$ cat src/rtl/rename_pkg.sv
package rename_pkg;

    localparam int unsigned LOG_REGS  = 8;
    localparam int unsigned PHYS_REGS = 32;
    localparam int unsigned LOG_W     = $clog2(LOG_REGS);
    localparam int unsigned TAG_W     = $clog2(PHYS_REGS);
    localparam int unsigned CNT_W     = $clog2(PHYS_REGS + 1);

    typedef logic [LOG_W-1:0] lreg_t;
    typedef logic [TAG_W-1:0] ptag_t;
    typedef logic [CNT_W-1:0] cnt_t;
    typedef logic [PHYS_REGS-1:0] free_vec_t;
    typedef logic [LOG_REGS-1:0][TAG_W-1:0] map_vec_t;

    typedef struct packed {
        logic  valid;
        lreg_t src0;
        lreg_t src1;
        logic  dst_en;
        lreg_t dst;
    } slot_req_t;

    typedef struct packed {
        ptag_t psrc0;
        ptag_t psrc1;
        ptag_t pdst;
        ptag_t pold;
    } slot_rsp_t;

    // lowest set index of a pool vector (0 when empty)
    function automatic ptag_t lowest_set(free_vec_t v);
        ptag_t r = '0;
        for (int i = PHYS_REGS - 1; i >= 0; i--) begin
            if (v[i]) r = ptag_t'(i);
        end
        return r;
    endfunction

    function automatic free_vec_t drop_lowest(free_vec_t v);
        return v & (v - free_vec_t'(1));
    endfunction

    function automatic cnt_t count_ones(free_vec_t v);
        cnt_t c = '0;
        for (int i = 0; i < PHYS_REGS; i++) begin
            c = c + cnt_t'(v[i]);
        end
        return c;
    endfunction

    function automatic map_vec_t identity_map();
        map_vec_t m;
        for (int i = 0; i < LOG_REGS; i++) begin
            m[i] = ptag_t'(i);
        end
        return m;
    endfunction

    function automatic free_vec_t reset_pool();
        free_vec_t v;
        for (int i = 0; i < PHYS_REGS; i++) begin
            v[i] = (i >= LOG_REGS);
        end
        return v;
    endfunction

    function automatic logic tag_in_map(map_vec_t m, ptag_t t);
        logic hit = 1'b0;
        for (int i = 0; i < LOG_REGS; i++) begin
            if (m[i] == t) hit = 1'b1;
        end
        return hit;
    endfunction

endpackage

$ cat src/rtl/rn_free_list.sv
module rn_free_list
    import rename_pkg::*;
(
    input  logic  clk,
    input  logic  rst,
    input  logic  need_x,
    input  logic  need_y,
    input  logic  rel0_en,
    input  ptag_t rel0_tag,
    input  logic  rel1_en,
    input  ptag_t rel1_tag,
    output ptag_t x_tag,
    output ptag_t y_tag,
    output logic  stall
);

    free_vec_t pool_q;
    free_vec_t pool_d;
    cnt_t      avail;
    cnt_t      demand;
    ptag_t     first_tag;
    ptag_t     second_tag;
    logic      take_x;
    logic      take_y;

    always_comb begin
        avail      = count_ones(pool_q);
        demand     = cnt_t'(need_x) + cnt_t'(need_y);
        stall      = (avail < demand);
        first_tag  = lowest_set(pool_q);
        second_tag = lowest_set(drop_lowest(pool_q));
        x_tag      = first_tag;
        y_tag      = need_x ? second_tag : first_tag;
        take_x     = need_x && !stall;
        take_y     = need_y && !stall;
    end

    always_comb begin
        pool_d = pool_q;
        if (take_x)  pool_d[x_tag]    = 1'b0;
        if (take_y)  pool_d[y_tag]    = 1'b0;
        if (rel0_en) pool_d[rel0_tag] = 1'b1;
        if (rel1_en) pool_d[rel1_tag] = 1'b1;
    end

    always_ff @(posedge clk) begin
        if (rst) pool_q <= reset_pool();
        else     pool_q <= pool_d;
    end

    // a returned tag must be one that is in use
    a_r8_release_in_use0: assert property (@(posedge clk) disable iff (rst)
        rel0_en |-> !pool_q[rel0_tag]);
    a_r8_release_in_use1: assert property (@(posedge clk) disable iff (rst)
        rel1_en |-> !pool_q[rel1_tag]);
    // pool is back to its initial contents after reset
    a_r1_pool_after_reset: assert property (@(posedge clk) disable iff (rst)
        $past(rst) |-> (count_ones(pool_q) == cnt_t'(PHYS_REGS - LOG_REGS)));

endmodule

$ cat src/rtl/rn_map_table.sv
module rn_map_table
    import rename_pkg::*;
(
    input  logic     clk,
    input  logic     rst,
    input  logic     wr_x_en,
    input  lreg_t    wr_x_reg,
    input  ptag_t    wr_x_tag,
    input  logic     wr_y_en,
    input  lreg_t    wr_y_reg,
    input  ptag_t    wr_y_tag,
    output map_vec_t map_q
);

    // younger port written last so it wins on a shared register
    always_ff @(posedge clk) begin
        if (rst) begin
            map_q <= identity_map();
        end else begin
            if (wr_x_en) map_q[wr_x_reg] <= wr_x_tag;
            if (wr_y_en) map_q[wr_y_reg] <= wr_y_tag;
        end
    end

    // identity mapping after reset
    a_r1_identity_after_reset: assert property (@(posedge clk) disable iff (rst)
        $past(rst) |-> (map_q == identity_map()));
    // when both ports hit one register the younger tag remains
    a_r6_younger_wins: assert property (@(posedge clk) disable iff (rst)
        (wr_x_en && wr_y_en && wr_x_reg == wr_y_reg) |=> (map_q[$past(wr_y_reg)] == $past(wr_y_tag)));

endmodule

$ cat src/rtl/rn_pair_resolve.sv
module rn_pair_resolve
    import rename_pkg::*;
(
    input  slot_req_t x_req,
    input  slot_req_t y_req,
    input  map_vec_t  map_q,
    input  ptag_t     x_tag,
    input  ptag_t     y_tag,
    input  logic      stall,
    output logic      need_x,
    output logic      need_y,
    output logic      commit_x,
    output logic      commit_y,
    output slot_rsp_t x_rsp,
    output slot_rsp_t y_rsp
);

    logic fwd_src0;
    logic fwd_src1;
    logic fwd_old;

    always_comb begin
        need_x   = x_req.valid && x_req.dst_en;
        need_y   = y_req.valid && y_req.dst_en;
        commit_x = need_x && !stall;
        commit_y = need_y && !stall;

        // older slot sees only the committed table
        x_rsp.psrc0 = map_q[x_req.src0];
        x_rsp.psrc1 = map_q[x_req.src1];
        x_rsp.pold  = map_q[x_req.dst];
        x_rsp.pdst  = commit_x ? x_tag : '0;

        // younger slot picks up the older slot's new tag
        fwd_src0 = commit_x && (y_req.src0 == x_req.dst);
        fwd_src1 = commit_x && (y_req.src1 == x_req.dst);
        fwd_old  = commit_x && (y_req.dst  == x_req.dst);

        y_rsp.psrc0 = fwd_src0 ? x_tag : map_q[y_req.src0];
        y_rsp.psrc1 = fwd_src1 ? x_tag : map_q[y_req.src1];
        y_rsp.pold  = fwd_old  ? x_tag : map_q[y_req.dst];
        y_rsp.pdst  = commit_y ? y_tag : '0;
    end

endmodule

$ cat src/rtl/rename_pair.sv
module rename_pair
    import rename_pkg::*;
(
    input  logic             clk,
    input  logic             rst,
    input  logic             x_valid,
    input  logic [LOG_W-1:0] x_src0,
    input  logic [LOG_W-1:0] x_src1,
    input  logic             x_dst_en,
    input  logic [LOG_W-1:0] x_dst,
    input  logic             y_valid,
    input  logic [LOG_W-1:0] y_src0,
    input  logic [LOG_W-1:0] y_src1,
    input  logic             y_dst_en,
    input  logic [LOG_W-1:0] y_dst,
    input  logic             rel0_en,
    input  logic [TAG_W-1:0] rel0_tag,
    input  logic             rel1_en,
    input  logic [TAG_W-1:0] rel1_tag,
    output logic [TAG_W-1:0] x_psrc0,
    output logic [TAG_W-1:0] x_psrc1,
    output logic [TAG_W-1:0] x_pdst,
    output logic [TAG_W-1:0] x_pold,
    output logic [TAG_W-1:0] y_psrc0,
    output logic [TAG_W-1:0] y_psrc1,
    output logic [TAG_W-1:0] y_pdst,
    output logic [TAG_W-1:0] y_pold,
    output logic             stall
);

    slot_req_t x_req;
    slot_req_t y_req;
    slot_rsp_t x_rsp;
    slot_rsp_t y_rsp;
    map_vec_t  map_q;
    ptag_t     x_tag;
    ptag_t     y_tag;
    logic      need_x;
    logic      need_y;
    logic      commit_x;
    logic      commit_y;

    assign x_req = '{valid: x_valid, src0: x_src0, src1: x_src1, dst_en: x_dst_en, dst: x_dst};
    assign y_req = '{valid: y_valid, src0: y_src0, src1: y_src1, dst_en: y_dst_en, dst: y_dst};

    rn_free_list u_pool (
        .clk      (clk),
        .rst      (rst),
        .need_x   (need_x),
        .need_y   (need_y),
        .rel0_en  (rel0_en),
        .rel0_tag (rel0_tag),
        .rel1_en  (rel1_en),
        .rel1_tag (rel1_tag),
        .x_tag    (x_tag),
        .y_tag    (y_tag),
        .stall    (stall)
    );

    rn_pair_resolve u_resolve (
        .x_req    (x_req),
        .y_req    (y_req),
        .map_q    (map_q),
        .x_tag    (x_tag),
        .y_tag    (y_tag),
        .stall    (stall),
        .need_x   (need_x),
        .need_y   (need_y),
        .commit_x (commit_x),
        .commit_y (commit_y),
        .x_rsp    (x_rsp),
        .y_rsp    (y_rsp)
    );

    rn_map_table u_map (
        .clk      (clk),
        .rst      (rst),
        .wr_x_en  (commit_x),
        .wr_x_reg (x_dst),
        .wr_x_tag (x_tag),
        .wr_y_en  (commit_y),
        .wr_y_reg (y_dst),
        .wr_y_tag (y_tag),
        .map_q    (map_q)
    );

    assign x_psrc0 = x_rsp.psrc0;
    assign x_psrc1 = x_rsp.psrc1;
    assign x_pdst  = x_rsp.pdst;
    assign x_pold  = x_rsp.pold;
    assign y_psrc0 = y_rsp.psrc0;
    assign y_psrc1 = y_rsp.psrc1;
    assign y_pdst  = y_rsp.pdst;
    assign y_pold  = y_rsp.pold;

    // a new tag is never one the table still points at
    a_r4_fresh_x: assert property (@(posedge clk) disable iff (rst)
        commit_x |-> !tag_in_map(map_q, x_tag));
    a_r4_fresh_y: assert property (@(posedge clk) disable iff (rst)
        commit_y |-> !tag_in_map(map_q, y_tag));
    // both slots of one pair receive different tags
    a_r4_distinct_pair: assert property (@(posedge clk) disable iff (rst)
        (commit_x && commit_y) |-> (x_tag != y_tag));
    // a stalled cycle leaves the table untouched
    a_r9_stall_freezes: assert property (@(posedge clk) disable iff (rst)
        stall |=> (map_q == $past(map_q)));

endmodule

$ cat config.mk
export PLATFORM = sky130hd
export DESIGN_NAME = rename_pair
export DESIGN_NICKNAME = d
export VERILOG_FILES = /design/src/rtl/rename_pkg.sv /design/src/rtl/rn_free_list.sv /design/src/rtl/rn_map_table.sv /design/src/rtl/rn_pair_resolve.sv /design/src/rtl/rename_pair.sv
export SDC_FILE = /design/constraint.sdc
export NUM_CORES = 1
export LEC_CHECK = 0
export CAP_MARGIN = 20
export CORE_MARGIN = 1.5
export CORE_UTILIZATION = 25
export CTS_BUF_LIST = sky130_fd_sc_hd__clkbuf_16
export CTS_CLUSTER_DIAMETER = 100
export DETAILED_ROUTE_END_ITERATION = 7
export HOLD_SLACK_MARGIN = 0.02
export SYNTH_ARGS = -nofsm -noshare
export SYNTH_HDL_FRONTEND = slang
export SYNTH_SLANG_ARGS = --single-unit
export TNS_END_PERCENT = 30
$ cat constraint.sdc
create_clock -name clk -period 12 [get_ports clk]
set_clock_uncertainty 0.05 [all_clocks]
set_input_delay 3 -clock clk [delete_from_list [all_inputs] [get_ports clk]]
set_output_delay 3 -clock clk [all_outputs]
set_load 0.05 [all_outputs]
[Yosys cells after proc, flatten, opt, wreduce, memory -nomap -nowiden]
Cells that the tools add are included.
Storage, ports and cells
  output and inout bits: 41
  register bits: 72
Cells by class
  muxes and demuxes: 103
  bitwise logic cells: 7
  reductions and logical operators: 14
  equality and inequality tests: 3
  $add $sub $neg: 33
  magnitude comparators: 17
Operator list (count)
  5-bit 2-to-1 mux: 78
  6-bit by 1-bit adder with 6-bit output: 30
  32-bit 2-to-1 mux: 4
  40-bit 2-to-1 mux: 3
  32-bit AND: 3
  5-bit binary-select mux with 3-bit select: 6
  40-bit bitwise mux: 2
  32-bit inverter: 2
  32-bit bitwise OR: 2
  32-bit by 1-bit subtractor with 32-bit output (second input constant): 1
  5-bit demux with 3-bit select: 2
  3-bit by 4-bit less-than comparator with 1-bit output (second input constant): 6
  5-bit by 6-bit less-than comparator with 1-bit output (second input constant): 4
  1-bit demux with 5-bit select: 4
  5-bit by 1-bit greater-or-equal comparator with 1-bit output (second input constant): 4
  1-bit logical AND: 13
  3-bit equality test: 3
  3-bit by 1-bit greater-or-equal comparator with 1-bit output (second input constant): 2
  6-bit less-than comparator: 1
  1-bit by 1-bit adder with 2-bit output: 2
  1-bit 2-to-1 mux: 4
  1-bit logical NOT: 1

[Depth between registers and ports, before layout]
Gate-level depths: netlist (run 1).
  depth in word-level cells: 46
  mapped depth: 25
  depth with buffers taken out: 23

[Hierarchy]
Synthesis (run 1) repeated with hierarchy kept, for this count alone.
Second synthesis, totals
  cell total of the unflattened synthesis: 947
  area, all modules: 8672.1 um2
By module, submodules not included
  rn_free_list: sequential area each 640.6 um2, area each 4473.0 um2, instances 1, cells each 595
  rn_pair_resolve: sequential area each 0.0 um2, area each 2269.7 um2, instances 1, cells each 149
  rn_map_table: sequential area each 800.8 um2, area each 1929.4 um2, instances 1, cells each 203

[Worst setup path before layout (run 1)]
OpenSTA, ideal clock, no wires.
  path kind: reg-to-output
  start: register u_pool.pool_q[1]
  end: output y_pold[2]
  arrival: 8.299 ns
  buffers on the path: 1
  cell stages (with the launch flop): 21
  slack: 0.651 ns
  data required time: 8.950 ns
  path through: dfxtp_1 > inv_1 > ha_1 > inv_1 > fa_1 > fa_1 > fa_1 > fa_1 > fa_1 > fa_1 > fa_1 > fa_1 > inv_1 > ha_1 > nor4_1 > nand2_1 > a211oi_1 > nand2b_1 > clkbuf_1 > nor4_1 > o21ai_0
Between the ends
  longest elaborated chain between the ends: 36
  elaborated cells on any way between the ends: 38
Ends and longest elaborated chain
  start, declared: line rn_free_list.sv:17  | free_vec_t pool_q;
  start signal, assigned: line rn_free_list.sv:47  | if (rst) pool_q <= reset_pool();
  start signal, assigned: line rn_free_list.sv:48  | else pool_q <= pool_d;
  1-bit by 1-bit adder with 2-bit output: line rename_pkg.sv:46  | c = c + cnt_t'(v[i]);
  6-bit by 1-bit adder with 6-bit output (30 in series): line rename_pkg.sv:46
  6-bit less-than comparator: line rn_free_list.sv:29  | stall = (avail < demand);
  named net stall: line rename_pair.sv:28  | output logic stall
  1-bit logical NOT: line rn_pair_resolve.sv:25  | commit_x = need_x && !stall;
  1-bit logical AND: line rn_pair_resolve.sv:25
  1-bit logical AND: line rn_pair_resolve.sv:37  | fwd_old = commit_x && (y_req.dst == x_req.dst);
  5-bit 2-to-1 mux: line rn_pair_resolve.sv:41  | y_rsp.pold = fwd_old ? x_tag : map_q[y_req.dst];
  end, declared: line rename_pair.sv:27  | output logic [TAG_W-1:0] y_pold,
The timed path passes the listed nets, and every way through them passes these cells.

[Final worst setup path (run 1)]
  start: register u_pool.pool_q[1]
  end: output y_pold[1]
Between the ends
  longest elaborated chain between the ends: 36
  elaborated cells on any way between the ends: 38
Ends and longest elaborated chain (line)
  1-bit by 1-bit adder with 2-bit output: rename_pkg.sv:46
  6-bit by 1-bit adder with 6-bit output (30 in series): rename_pkg.sv:46
  6-bit less-than comparator: rn_free_list.sv:29
  1-bit logical NOT: rn_pair_resolve.sv:25
  1-bit logical AND: rn_pair_resolve.sv:25
  1-bit logical AND: rn_pair_resolve.sv:37
  5-bit 2-to-1 mux *: rn_pair_resolve.sv:41
Every way passes the cells marked *; elsewhere a longest branch is shown, timed or not.

==> metrics.cfg, run 1 <==
[outcome]
status = finished clean

[grt]
grt_util_met2 = 0.290
grtUsageTotal = 0.171
met3_usage = 0.0163
number_of_antenna_violations_at_the_first_check_in_global_routing = 0
largest_net_degree_at_the_start_of_global_routing = 59
grt_first_pass_wirelength_mm = 47.9
grt.overflow.total = 0
first_global_vias = 8136
groute.layer.met1.usage = 0.229
busiest_layer = met2

[worst_setup_path]
worst-setup-path-type = flip-flop to primary output
crit_path_start_kind = flip-flop
reg2regPathDepth = 22
critical_path_startpoint = u_pool.pool_q[1]$_SDFF_PP0_
critical_path.max_fanout = 15
rr_endpoint = u_map.map_q[35]$_SDFF_PP1_
timing.reg2reg.setup_slack_ns = 4.30
endpoint_kind = primary output
critical_path.reg2reg.startpoint = u_pool.pool_q[1]$_SDFF_PP0_
timing.critical_path.arrival_ns = 8.16
worst_ep_required_time_ns = 8.95

[power_and_ir_drop]
total_leakage_power_nw = 3.41
switching_share = 0.379
p_per_area_mw_per_mm2 = 91.3
net-switching-power_mw = 0.344
cellInternalPower_mw = 0.564
seq_power_share = 0.292
clock_power_share = 0.326
fin_total_pwr_mw = 0.908
comb_power_share = 0.382
peakVddDrop_uv = 67.9

[logic_synthesis]
synth_seq_cells = 72
synth_flop_cell = dfxtp_1
yosys_warnings = 0
netlist_area_before_placement_sq_mm = 0.00848
yosys-top-cells-area = dfxtp_1 17%, mux4_2 13%, fa_1 5.7%
syn_nets = 1099
synth.yosys.seq_area_share = 0.170
postSynthCellCount = 1028
synth_enable_flop_cells = 0
synth.distinct_cells = 87
syn-mean-instance-area_sq_um = 8.25
synth_largest_type_area_fraction = 0.170
post-synth-top-area-cell = dfxtp_1
ys_async_sr_fraction = 0

[drt]
routed_wirelength_mm = 30.8
drt-vias-per-instance = 5.79
drtIter0Drc = 1112
route.detailed.wl_per_inst_microns = 20.5
post_drt_antenna_nets = 0
drt_first_pass_iters = 6
post-route-drc-count = 0
dr_total_vias = 8714

[worst_hold_path]
hold_path.class = flip-flop to flip-flop
worst_hold_path.num_cells = 2
min_from = u_pool.pool_q[0]$_SDFF_PP0_
terminating_pin_of_the_worst_hold_path = u_pool.pool_q[0]$_SDFF_PP0_

[clock_tree]
clkTransAtPathRegs_ns = 0.06
cts_setup_buffers = 0
clk_path_buf_depth = 2
cts-root-buf = clkbuf_16
cts_hold_repair.buffers = 0
postCtsResizedCells = 0
tritoncts = yes
cts.sinks = 72
cts.htree.levels = 3
cts-buffers-inserted = 9
insertion_delay_ns = 0.34

[floorplan]
floorplan.io_pins = 77
coreArea_sq_mm = 0.0334
num_rows = 67
initial_utilization = 0.254
die_width_microns = 187
die_y_microns = 187
dieArea_sq_mm = 0.0350

[layout]
area.growth.synth_to_final_pct = 17.2
drive_gt1_frac = 0.134
layout.nets = 1123
n_antenna_cell = 0
layout.cells.most_common_list = 105 x nor2_1, 85 x o21ai_0, 77 x nand2_1
final_cell_count_no_fill = 1505
final_core_utilization = 0.297
final_common_cell = nor2_1
num-fill-cells = 3484

[placed_design]
dp.cells = 1487
io_buffer_count = 76
dp.final_hpwl_mm = 23.6
gp_congestion = 0.876

[sta]
finalCriticalPeriod_ns = 11.21
worst_slew_margin_rel = 0.259
drv_slew = 0
rsz0062_at_grt = no
totalNegativeSetupSlack_ns = 0
finalHoldViolCount = 0
post-route-period-util = 0.934
timing.final.setup_violations = 0
timing_worst_slew_pin_value_ns = 1.10
fmax_ghz = 0.0892

[job]
drv.max_cap_violation_count = 0

==> stage by stage <==
step / setup WS, ns / cell area, sq um / hold WS, ns
2_1_floorplan: 0.651 / 8480 / 0.436
3_3_place_gp: 1.33 / 9580 / 0.502
3_5_place_dp: 1.15 / 9580 / 0.513
4_1_cts: 0.764 / 9910 / 0.521
5_1_grt: 0.311 / 9940 / 0.558
6_report: 0.794 / 9940 / 0.523
==> worst max path at each step <==
stage	slack, ns	to	cells after the start
floorplan	0.65	y_pold[2]	20
global placement	1.33	y_pold[3]	22
detailed placement	1.15	y_pold[1]	22
CTS	0.76	y_pold[1]	22
global route	0.31	y_psrc0[1]	22
finish	0.79	y_pold[1]	22
==> cells by family after synthesis <==
group,count (synthesis),synth area share
AOI/OAI and AO/OA,317,0.262
xor gates and xnor gates,9,0.00930
adders and majority gates,35,0.0729
buffers and inverters,132,0.0615
DFF,72,0.170
muxes,94,0.188
and+or+nand+nor,369,0.237
==> sequential cells by signal (all words and copies together), names as in the netlist <==
register,cells
u_map.map_q,40
u_pool.pool_q,32
==> routing by layer <==
metal / up-vias / part of all wire / routed length [microns]
li1: 3991 / - / -
met1: 4253 / 0.43 / 13200
met2: 422 / 0.48 / 14800
met3: 48 / 0.067 / 2060
met4: 0 / 0.026 / 804
met5: - / 0 / 0
==> area by class of cell <==
cell class              count  area, sq um  share of cell area
multi-input cells         824         6530               0.656
flip-flops and latches     72         1440               0.145
repair buffers             90          878              0.0884
inverters                  55          206              0.0208
clock inverters             7          103              0.0103
well taps                 448          561              0.0564
clock buffers               9          225              0.0227
==> worst max-delay path, stage by stage (launching register included) <==
cell and delay (ns):
dfxtp_1 0.45, inv_1 0.13, ha_1 0.31, inv_1 0.05, fa_1 0.47, fa_1 0.49
fa_1 0.55, fa_1 0.44, fa_1 0.53, fa_1 0.43, fa_1 0.41, fa_1 0.49
inv_1 0.05, ha_1 0.19, nor4_1 0.22, nand2_1 0.08, a211oi_1 0.49, nand2b_1 0.64
nor4_1 0.16, buf_4 0.21, a211oi_1 0.20, a21oi_1 0.06, clkdlybuf4s50_1 0.74
==> Yosys cell counts, drive strengths merged (9+ instances only) <==
library cell  count
nor2            105
o21ai            96
nand2            78
dfxtp            72
inv              54
clkbuf           52
mux4             50
a211oi           49
a21oi            32
nand3            30
o22ai            30
buf              25
mux2i            25
fa               24
a31oi            21
mux2             19
nor4             18
or3              17
nand4            16
nand3b           15
nor3             14
o211ai           13
ha               11
o21a             11
nor2b            10
or2              10
xor2              9
==> power by group through the flow <==
stage	Combinational [mW]	Clock, mW	Sequential [mW]
after floorplan	0.244	0	0.259
after global placement	0.339	0	0.270
after detailed placement	0.341	0	0.270
after CTS	0.343	0.299	0.265
after global routing	0.375	0.308	0.266
final	0.346	0.296	0.265
Note: power is estimated with default switching activity, not from simulation.
==> run 2: changes to the inputs <==
--- a/config.mk
+++ b/config.mk
@@ -12,6 +12,7 @@
 export CTS_CLUSTER_DIAMETER = 100
 export DETAILED_ROUTE_END_ITERATION = 7
 export HOLD_SLACK_MARGIN = 0.02
+export RECOVER_POWER = 50
 export SYNTH_ARGS = -nofsm -noshare
 export SYNTH_HDL_FRONTEND = slang
 export SYNTH_SLANG_ARGS = --single-unit
==> constraint.sdc (replaced) <==
create_clock -name clk -period 14.1 [get_ports clk]
set_clock_uncertainty 0.05 [all_clocks]
set_input_delay 3.525 -clock clk [delete_from_list [all_inputs] [get_ports clk]]
set_output_delay 3.525 -clock clk [all_outputs]
set_load 0.05 [all_outputs]
==> run 2 against run 1 <==
  * Critical path depth up 1
  * Largest cell class unchanged
  * Clock power is 22% lower
  * Combinational power shrank 14%
  * First-iteration DRC count down 4.8%
  * Cell area fell by 0.40%
  * Total power down 17%
  * Die area unchanged
  * Register-to-register slack gained 1.9 ns
  * Count of clock-buffer cells in the layout is the same
  * Critical path type unchanged
  * Largest power group unchanged
  * Flip-flop and latch count is the same
==> metrics.cfg, run 2 (same netlist as run 1, synthesis figures left out) <==
[sta]
drv_slew = 0  ; unchanged
totalNegativeSetupSlack_ns = 0  ; unchanged
setup_slack_ns = 2.17  ; was 0.794 ns
finalHoldViolCount = 0  ; unchanged
timing_worst_slew_pin_value_ns = 1.14  ; was 1.10 ns
post-route-period-util = 0.846
fmax_ghz = 0.0838
timing.final.setup_violations = 0  ; unchanged
rsz0062_at_grt = no  ; unchanged
worst_slew_margin_rel = 0.240  ; was 0.259
finalCriticalPeriod_ns = 11.93

[placed_design]
gp_congestion = 0.923  ; was 0.876
dp.final_hpwl_mm = 23.9  ; was 23.6 mm
detailed_place.area_sq_mm = 0.00959  ; was 0.00958 sq mm
post-place-ws_ns = 3.10  ; was 1.15 ns
io_buffer_count = 76  ; unchanged

[layout]
layout.nets = 1125  ; was 1,123
drive_gt1_frac = 0.130  ; was 0.134
n_antenna_cell = 0  ; unchanged
flip_flop_count_of_the_largest_register_all_copies_and_words_added = 40  ; unchanged
layout.cells.most_common_list = 105 x nor2_1, 92 x o21ai_0, 77 x nand2_1  ; was 105 x nor2_1, 85 x o21ai_0, 77 x nand2_1
area.growth.synth_to_final_pct = 16.7  ; was 17.2%
final_common_cell = nor2_1  ; unchanged
final_design_area_excluding_fillers_sq_mm = 0.00990  ; was 0.00994 sq mm
top_register = u_map.map_q  ; unchanged
layout_top_registers = u_map.map_q (40), u_pool.pool_q (32)  ; unchanged

[grt]
first_global_vias = 8250  ; was 8,136
number_of_antenna_violations_at_the_first_check_in_global_routing = 0  ; unchanged
grt_first_pass_wirelength_mm = 48.5  ; was 47.9 mm
grt.overflow.total = 0  ; unchanged
grtUsageTotal = 0.174  ; was 0.171
largest_net_degree_at_the_start_of_global_routing = 59  ; unchanged

[floorplan]
initial_utilization = 0.254  ; unchanged
num_rows = 67  ; unchanged
coreArea_sq_mm = 0.0334  ; unchanged
floorplan.io_pins = 77  ; unchanged
dieArea_sq_mm = 0.0350  ; unchanged
die_y_microns = 187  ; unchanged
die_width_microns = 187  ; unchanged

[outcome]
status = finished clean  ; unchanged

[drt]
routed_wirelength_mm = 31.0  ; was 30.8 mm
dr_total_vias = 8715  ; was 8,714
drtIter0Drc = 1059  ; was 1,112
post-route-drc-count = 0  ; unchanged
post_drt_antenna_nets = 0  ; unchanged
route.detailed.wl_per_inst_microns = 20.6  ; was 20.5 microns
drt_first_pass_iters = 5  ; was 6
drt-vias-per-instance = 5.78  ; was 5.79

[power_and_ir_drop]
seq_power_share = 0.300  ; was 0.292
net-switching-power_mw = 0.292  ; was 0.344 mW
comb_power_share = 0.394  ; was 0.382
cellInternalPower_mw = 0.460  ; was 0.564 mW
p_per_area_mw_per_mm2 = 75.9  ; was 91.3 mW/mm^2
clock_power_share = 0.306  ; was 0.326
total_leakage_power_nw = 3.38  ; was 3.41 nW
switching_share = 0.388  ; was 0.379
fin_total_pwr_mw = 0.752  ; was 0.908 mW
peakVddDrop_uv = 59.2  ; was 67.9 uV

[clock_tree]
cts_setup_buffers = 0  ; unchanged
clkTransAtPathRegs_ns = 0.06  ; about the same
insertion_delay_ns = 0.34  ; about the same
cts_hold_repair.buffers = 0  ; unchanged
postCtsResizedCells = 0  ; unchanged
clk_path_buf_depth = 2  ; unchanged
tritoncts = yes  ; unchanged
cts.sinks = 72  ; unchanged
cts.htree.levels = 3  ; unchanged
cts-root-buf = clkbuf_16  ; unchanged
cts-buffers-inserted = 9  ; unchanged

[worst_hold_path]
hold_path.class = flip-flop to flip-flop  ; unchanged
min_from = u_map.map_q[2]$_SDFF_PP0_  ; was u_pool.pool_q[0]$_SDFF_PP0_
worst_hold_path.num_cells = 2  ; unchanged
terminating_pin_of_the_worst_hold_path = u_map.map_q[2]$_SDFF_PP0_  ; was u_pool.pool_q[0]$_SDFF_PP0_

[worst_setup_path]
crit_path_start_kind = flip-flop  ; unchanged
timing.critical_path.slowest_cell_delay_ns = 0.73  ; was 0.74 ns
critical_path.reg2reg.startpoint = u_pool.pool_q[1]$_SDFF_PP0_  ; unchanged
critical_path.max_fanout = 15  ; unchanged
most_frequent_cell_on_the_critical_path = fa_1  ; unchanged
endpoint_kind = primary output  ; unchanged
reg2regPathDepth = 23  ; was 22
timing.critical_path.arrival_ns = 8.35  ; was 8.16 ns
timing.reg2reg.setup_slack_ns = 6.23  ; was 4.30 ns
worst-setup-path-type = flip-flop to primary output  ; unchanged
critPathBufInv = 6  ; was 5
critical_path.top_delay_family = adder cells  ; unchanged
master_of_the_slowest_instance_on_the_critical_path = clkdlybuf4s50_1  ; unchanged
rr_endpoint = u_map.map_q[35]$_SDFF_PP1_  ; unchanged
cp_cell_sequence = inv_1, ha_1, inv_1, fa_1, fa_1, fa_1, fa_1, fa_1, fa_1, fa_1, fa_1, inv_1, ha_1, nor4_1, nand2_1, a211oi_1, nand2b_1, clkbuf_1, nor4_1, buf_4, a211oi_1, a21oi_1, clkdlybuf4s50_1  ; was inv_1, ha_1, inv_1, fa_1, fa_1, fa_1, fa_1, fa_1, fa_1, fa_1, fa_1, inv_1, ha_1, nor4_1, nand2_1, a211oi_1, nand2b_1, nor4_1, buf_4, a211oi_1, a21oi_1, clkdlybuf4s50_1
worst_ep_required_time_ns = 10.52  ; was 8.95 ns

[job]
drv.max_cap_violation_count = 0  ; unchanged

## run 2: cell count changes in the layout (fill, tap and decap cells not counted)
| cell | change |
|---|---|
| a21oi_1 | +1 |
| a21oi_4 | -1 |
| buf_2 | -1 |
| buf_4 | -1 |
| bufinv_16 | -1 |
| clkbuf_1 | +4 |
| clkinv_4 | -1 |
| clkinvlp_4 | +2 |
| inv_1 | +1 |
| inv_8 | -1 |
| o21ai_0 | +7 |
| o21ai_1 | -7 |
## run 2: area by class of cell
cell class,instances,area [sq um]
Inverter,55,206
Clock inverter,7,71.3
Sequential cell,72,1440
Timing Repair Buffer,92,881
Multi-Input combinational cell,824,6510
Tap cell,448,561
Fill cell,3533,23500
Clock buffer,9,225
## run 2: worst max-delay path by stage
stage | from | end | slack (ns) | depth (start not counted)
after floorplan | u_pool.pool_q[1]$_SDFF_PP0_ | y_pold[2] | 2.23 | 20
after global placement | u_pool.pool_q[1]$_SDFF_PP0_ | y_pold[3] | 3.21 | 23
after detailed placement | u_pool.pool_q[1]$_SDFF_PP0_ | y_pold[3] | 3.10 | 23
after CTS | u_pool.pool_q[1]$_SDFF_PP0_ | y_pold[3] | 2.69 | 23
after global routing | u_pool.pool_q[1]$_SDFF_PP0_ | y_pold[3] | 1.76 | 23
final | u_pool.pool_q[1]$_SDFF_PP0_ | y_pold[3] | 2.17 | 23
## run 2: routing by layer
| layer | vias up | global-route usage | wire length [microns] |
|---|---|---|---|
| met5 | - | 0 | 0 |
| met3 | 67 | 0.0161 | 1990 |
| met1 | 4190 | 0.232 | 13400 |
| li1 | 3984 | - | - |
| met4 | 0 | 0.0685 | 1100 |
| met2 | 474 | 0.290 | 14500 |
## run 2: power groups by stage
stage          registers, mW  clock network [mW]  logic, mW
2_1_floorplan          0.221                   0      0.208
3_3_place_gp           0.229                   0      0.291
3_5_place_dp           0.230                   0      0.293
4_1_cts                0.225               0.231      0.295
5_1_grt                0.227               0.241      0.322
6_report               0.226               0.230      0.296
## run 2: worst min-delay path, stage by stage, from the launching register on
cell	delay (ns)
dfxtp_1	0.37
nand2_1	0.09
a311oi_1	0.08
## run 2: metrics by stage
stage,cells,hold slack [ns],util
after detailed placement,1488,0.519,0.287
after global routing,1507,0.563,0.296
after global placement,1488,0.502,0.287
after CTS,1504,0.527,0.295
after floorplan,1028,0.436,-
final,1507,0.539,0.296
==> run 3: changes to the inputs <==
==> constraint.sdc (replaced) <==
create_clock -name clk -period 11.2 [get_ports clk]
set_clock_uncertainty 0.05 [all_clocks]
set_input_delay 2.8 -clock clk [delete_from_list [all_inputs] [get_ports clk]]
set_output_delay 2.8 -clock clk [all_outputs]
set_load 0.05 [all_outputs]
==> run 3 against run 2 <==
  * Register-to-register slack worse by 2.8 ns
  * Cell area shrank 0.40%
  * Critical path depth is 2 lower
  * Sequential power increased by 26%
  * Critical endpoint is now y_psrc0[2]
  * Largest cell class unchanged
  * Highest routed layer unchanged
==> metrics.cfg, run 3 (same netlist as run 1, synthesis figures left out) <==
[grt]
largest_net_degree_at_the_start_of_global_routing = 59  ; unchanged
grt_first_pass_wirelength_mm = 48.3  ; was 48.5 mm
number_of_antenna_violations_at_the_first_check_in_global_routing = 0  ; unchanged
first_global_vias = 8277  ; was 8,250
grtUsageTotal = 0.173  ; was 0.174
grt.overflow.total = 0  ; unchanged

[drt]
drt_first_pass_iters = 5  ; unchanged
post-route-drc-count = 0  ; unchanged
routed_wirelength_mm = 31.0  ; about the same
drtIter0Drc = 1006  ; was 1,059
dr_total_vias = 8799  ; was 8,715
route.detailed.wl_per_inst_microns = 20.5  ; was 20.6 microns
post_drt_antenna_nets = 0  ; unchanged
drt-vias-per-instance = 5.83  ; was 5.78

[placed_design]
io_buffer_count = 76  ; unchanged
dp.final_hpwl_mm = 23.8  ; was 23.9 mm
dp.cells = 1491  ; was 1,488
detailed_place.area_sq_mm = 0.00958  ; was 0.00959 sq mm
gp_congestion = 0.905  ; was 0.923

[sta]
rsz0062_at_grt = no  ; unchanged
final_worst_hold_slack_ns = 0.530  ; was 0.539 ns
drv_slew = 0  ; unchanged
finalHoldViolCount = 0  ; unchanged
timing.final.setup_violations = 0  ; unchanged
finalCriticalPeriod_ns = 10.82
totalNegativeSetupSlack_ns = 0  ; unchanged
fmax_ghz = 0.0924
post-route-period-util = 0.966
timing_worst_slew_pin_value_ns = 1.10  ; was 1.14 ns
worst_slew_margin_rel = 0.266  ; was 0.240

[outcome]
status = finished clean  ; unchanged

[floorplan]
die_y_microns = 187  ; unchanged
dieArea_sq_mm = 0.0350  ; unchanged
die_width_microns = 187  ; unchanged
coreArea_sq_mm = 0.0334  ; unchanged
initial_utilization = 0.254  ; unchanged
floorplan.io_pins = 77  ; unchanged
num_rows = 67  ; unchanged

[clock_tree]
cts-root-buf = clkbuf_16  ; unchanged
cts-buffers-inserted = 9  ; unchanged
cts.htree.levels = 3  ; unchanged
cts_hold_repair.buffers = 0  ; unchanged
cts_setup_buffers = 0  ; unchanged
cts.sinks = 72  ; unchanged
tritoncts = yes  ; unchanged
postCtsResizedCells = 0  ; unchanged
clk_path_buf_depth = 2  ; unchanged
insertion_delay_ns = 0.34  ; about the same
clkTransAtPathRegs_ns = 0.07  ; was 0.06 ns

[power_and_ir_drop]
cellInternalPower_mw = 0.557  ; was 0.460 mW
peakVddDrop_uv = 73.5  ; was 59.2 uV
seq_power_share = 0.305  ; was 0.300
fin_total_pwr_mw = 0.932  ; was 0.752 mW
comb_power_share = 0.392  ; was 0.394
p_per_area_mw_per_mm2 = 94.5  ; was 75.9 mW/mm^2
clock_power_share = 0.303  ; was 0.306
switching_share = 0.403  ; was 0.388
total_leakage_power_nw = 3.40  ; was 3.38 nW
net-switching-power_mw = 0.375  ; was 0.292 mW

[layout]
flip_flop_count_of_the_largest_register_all_copies_and_words_added = 40  ; unchanged
multi_input_comb_area_sq_mm = 0.00651  ; unchanged
final_common_cell = nor2_1  ; unchanged
final_cell_count_no_fill = 1509  ; was 1,507
drive_gt1_frac = 0.147  ; was 0.130
n_antenna_cell = 0  ; unchanged
layout_top_registers = u_map.map_q (40), u_pool.pool_q (32)  ; unchanged
top_register = u_map.map_q  ; unchanged
area.growth.synth_to_final_pct = 16.3  ; was 16.7%
layout.nets = 1127  ; was 1,125
seq_area_sq_mm = 0.00144  ; unchanged
final_design_area_excluding_fillers_sq_mm = 0.00986  ; was 0.00990 sq mm
layout.cells.most_common_list = 105 x nor2_1, 93 x o21ai_0, 77 x nand2_1  ; was 105 x nor2_1, 92 x o21ai_0, 77 x nand2_1
num-fill-cells = 3529  ; was 3,533

[worst_setup_path]
endpoint_kind = primary output  ; unchanged
master_of_the_slowest_instance_on_the_critical_path = clkdlybuf4s50_1  ; unchanged
critical_path.reg2reg.startpoint = u_pool.pool_q[1]$_SDFF_PP0_  ; unchanged
worst_ep_required_time_ns = 8.35  ; was 10.52 ns
cp_cell_sequence = inv_1, ha_1, inv_1, fa_1, fa_1, fa_1, fa_1, fa_1, fa_1, fa_1, fa_1, inv_1, ha_1, nor4_1, nand2_1, a211oi_1, nand2b_1, nor4_1, buf_4, o21ai_0, clkdlybuf4s50_1  ; was inv_1, ha_1, inv_1, fa_1, fa_1, fa_1, fa_1, fa_1, fa_1, fa_1, fa_1, inv_1, ha_1, nor4_1, nand2_1, a211oi_1, nand2b_1, clkbuf_1, nor4_1, buf_4, a211oi_1, a21oi_1, clkdlybuf4s50_1
rr_endpoint = u_map.map_q[35]$_SDFF_PP1_  ; unchanged
timing.critical_path.slowest_cell_delay_ns = 0.83  ; was 0.73 ns
reg2regPathDepth = 23  ; unchanged
crit_path_start_kind = flip-flop  ; unchanged
cp-endpoint = y_psrc0[2]  ; was y_pold[3]
critical_path_startpoint = u_pool.pool_q[1]$_SDFF_PP0_  ; unchanged
most_frequent_cell_on_the_critical_path = fa_1  ; unchanged
critical_path.max_fanout = 10  ; was 15
timing.critical_path.arrival_ns = 7.97  ; was 8.35 ns
worst-setup-path-type = flip-flop to primary output  ; unchanged
timing.reg2reg.setup_slack_ns = 3.46  ; was 6.23 ns

[worst_hold_path]
hold_path.class = flip-flop to flip-flop  ; unchanged

[job]
drv.max_cap_violation_count = 0  ; unchanged

run 3: changes by cell type in the layout (fill, tap and decap cells not counted):
| cell | change |
|---|---|
| inv_8 | +1 |
| buf_4 | +18 |
| clkinv_2 | -1 |
| inv_6 | +2 |
| o21ai_1 | -1 |
| buf_16 | -1 |
| clkbuf_1 | -2 |
| inv_1 | -1 |
| bufinv_16 | -1 |
| clkdlybuf4s50_1 | -13 |
| o21ai_0 | +1 |
run 3: per-stage QoR:
stage	utilization	setup WS, ns
floorplan	-	0.0506
finish	0.295	0.380
global route	0.295	0.156
global placement	0.286	0.973
CTS	0.295	0.419
detailed placement	0.286	0.832
run 3: worst min-delay path by stage:
stage	start	endpoint	slack, ns	cells after the start
2_1_floorplan	u_pool.pool_q[30]$_SDFF_PP1_	u_pool.pool_q[30]$_SDFF_PP1_	0.44	2
6_report	u_map.map_q[2]$_SDFF_PP0_	u_map.map_q[2]$_SDFF_PP0_	0.53	2
4_1_cts	u_pool.pool_q[28]$_SDFF_PP1_	u_pool.pool_q[28]$_SDFF_PP1_	0.52	2
5_1_grt	u_pool.pool_q[28]$_SDFF_PP1_	u_pool.pool_q[28]$_SDFF_PP1_	0.55	2
3_5_place_dp	u_pool.pool_q[28]$_SDFF_PP1_	u_pool.pool_q[28]$_SDFF_PP1_	0.51	2
3_3_place_gp	u_pool.pool_q[28]$_SDFF_PP1_	u_pool.pool_q[28]$_SDFF_PP1_	0.50	2
run 3: critical path, delay by kind of cell (launching register included):
kind / cells / cell delay, ns
flops: 1 / 0.45
fa+ha+maj: 10 / 4.30
compound gates: 2 / 0.83
buf+inv: 5 / 1.23
simple gates: 4 / 0.79
run 3: cell type report:
type | instances | area share
repair buffers | 94 | 0.0863
clock inverters | 7 | 0.00622
flip-flops and latches | 72 | 0.146
inverters | 55 | 0.0209
clock buffers | 9 | 0.0228
well taps | 448 | 0.0569
multi-input cells | 824 | 0.661
run 3: layer usage:
metal / part of all wire / wire length (microns) / track usage
met2: 0.48 / 14800 / 0.289
met3: 0.058 / 1810 / 0.0182
met5: 0 / 0 / 0
met1: 0.43 / 13300 / 0.229
met4: 0.032 / 1010 / 0.0627
run 3: power by group through the flow:
stage | registers [mW] | clock network (mW) | logic (mW)
final | 0.284 | 0.282 | 0.365
after global routing | 0.286 | 0.296 | 0.395
after CTS | 0.284 | 0.283 | 0.365
after detailed placement | 0.290 | 0 | 0.364
after global placement | 0.289 | 0 | 0.362
after floorplan | 0.278 | 0 | 0.261
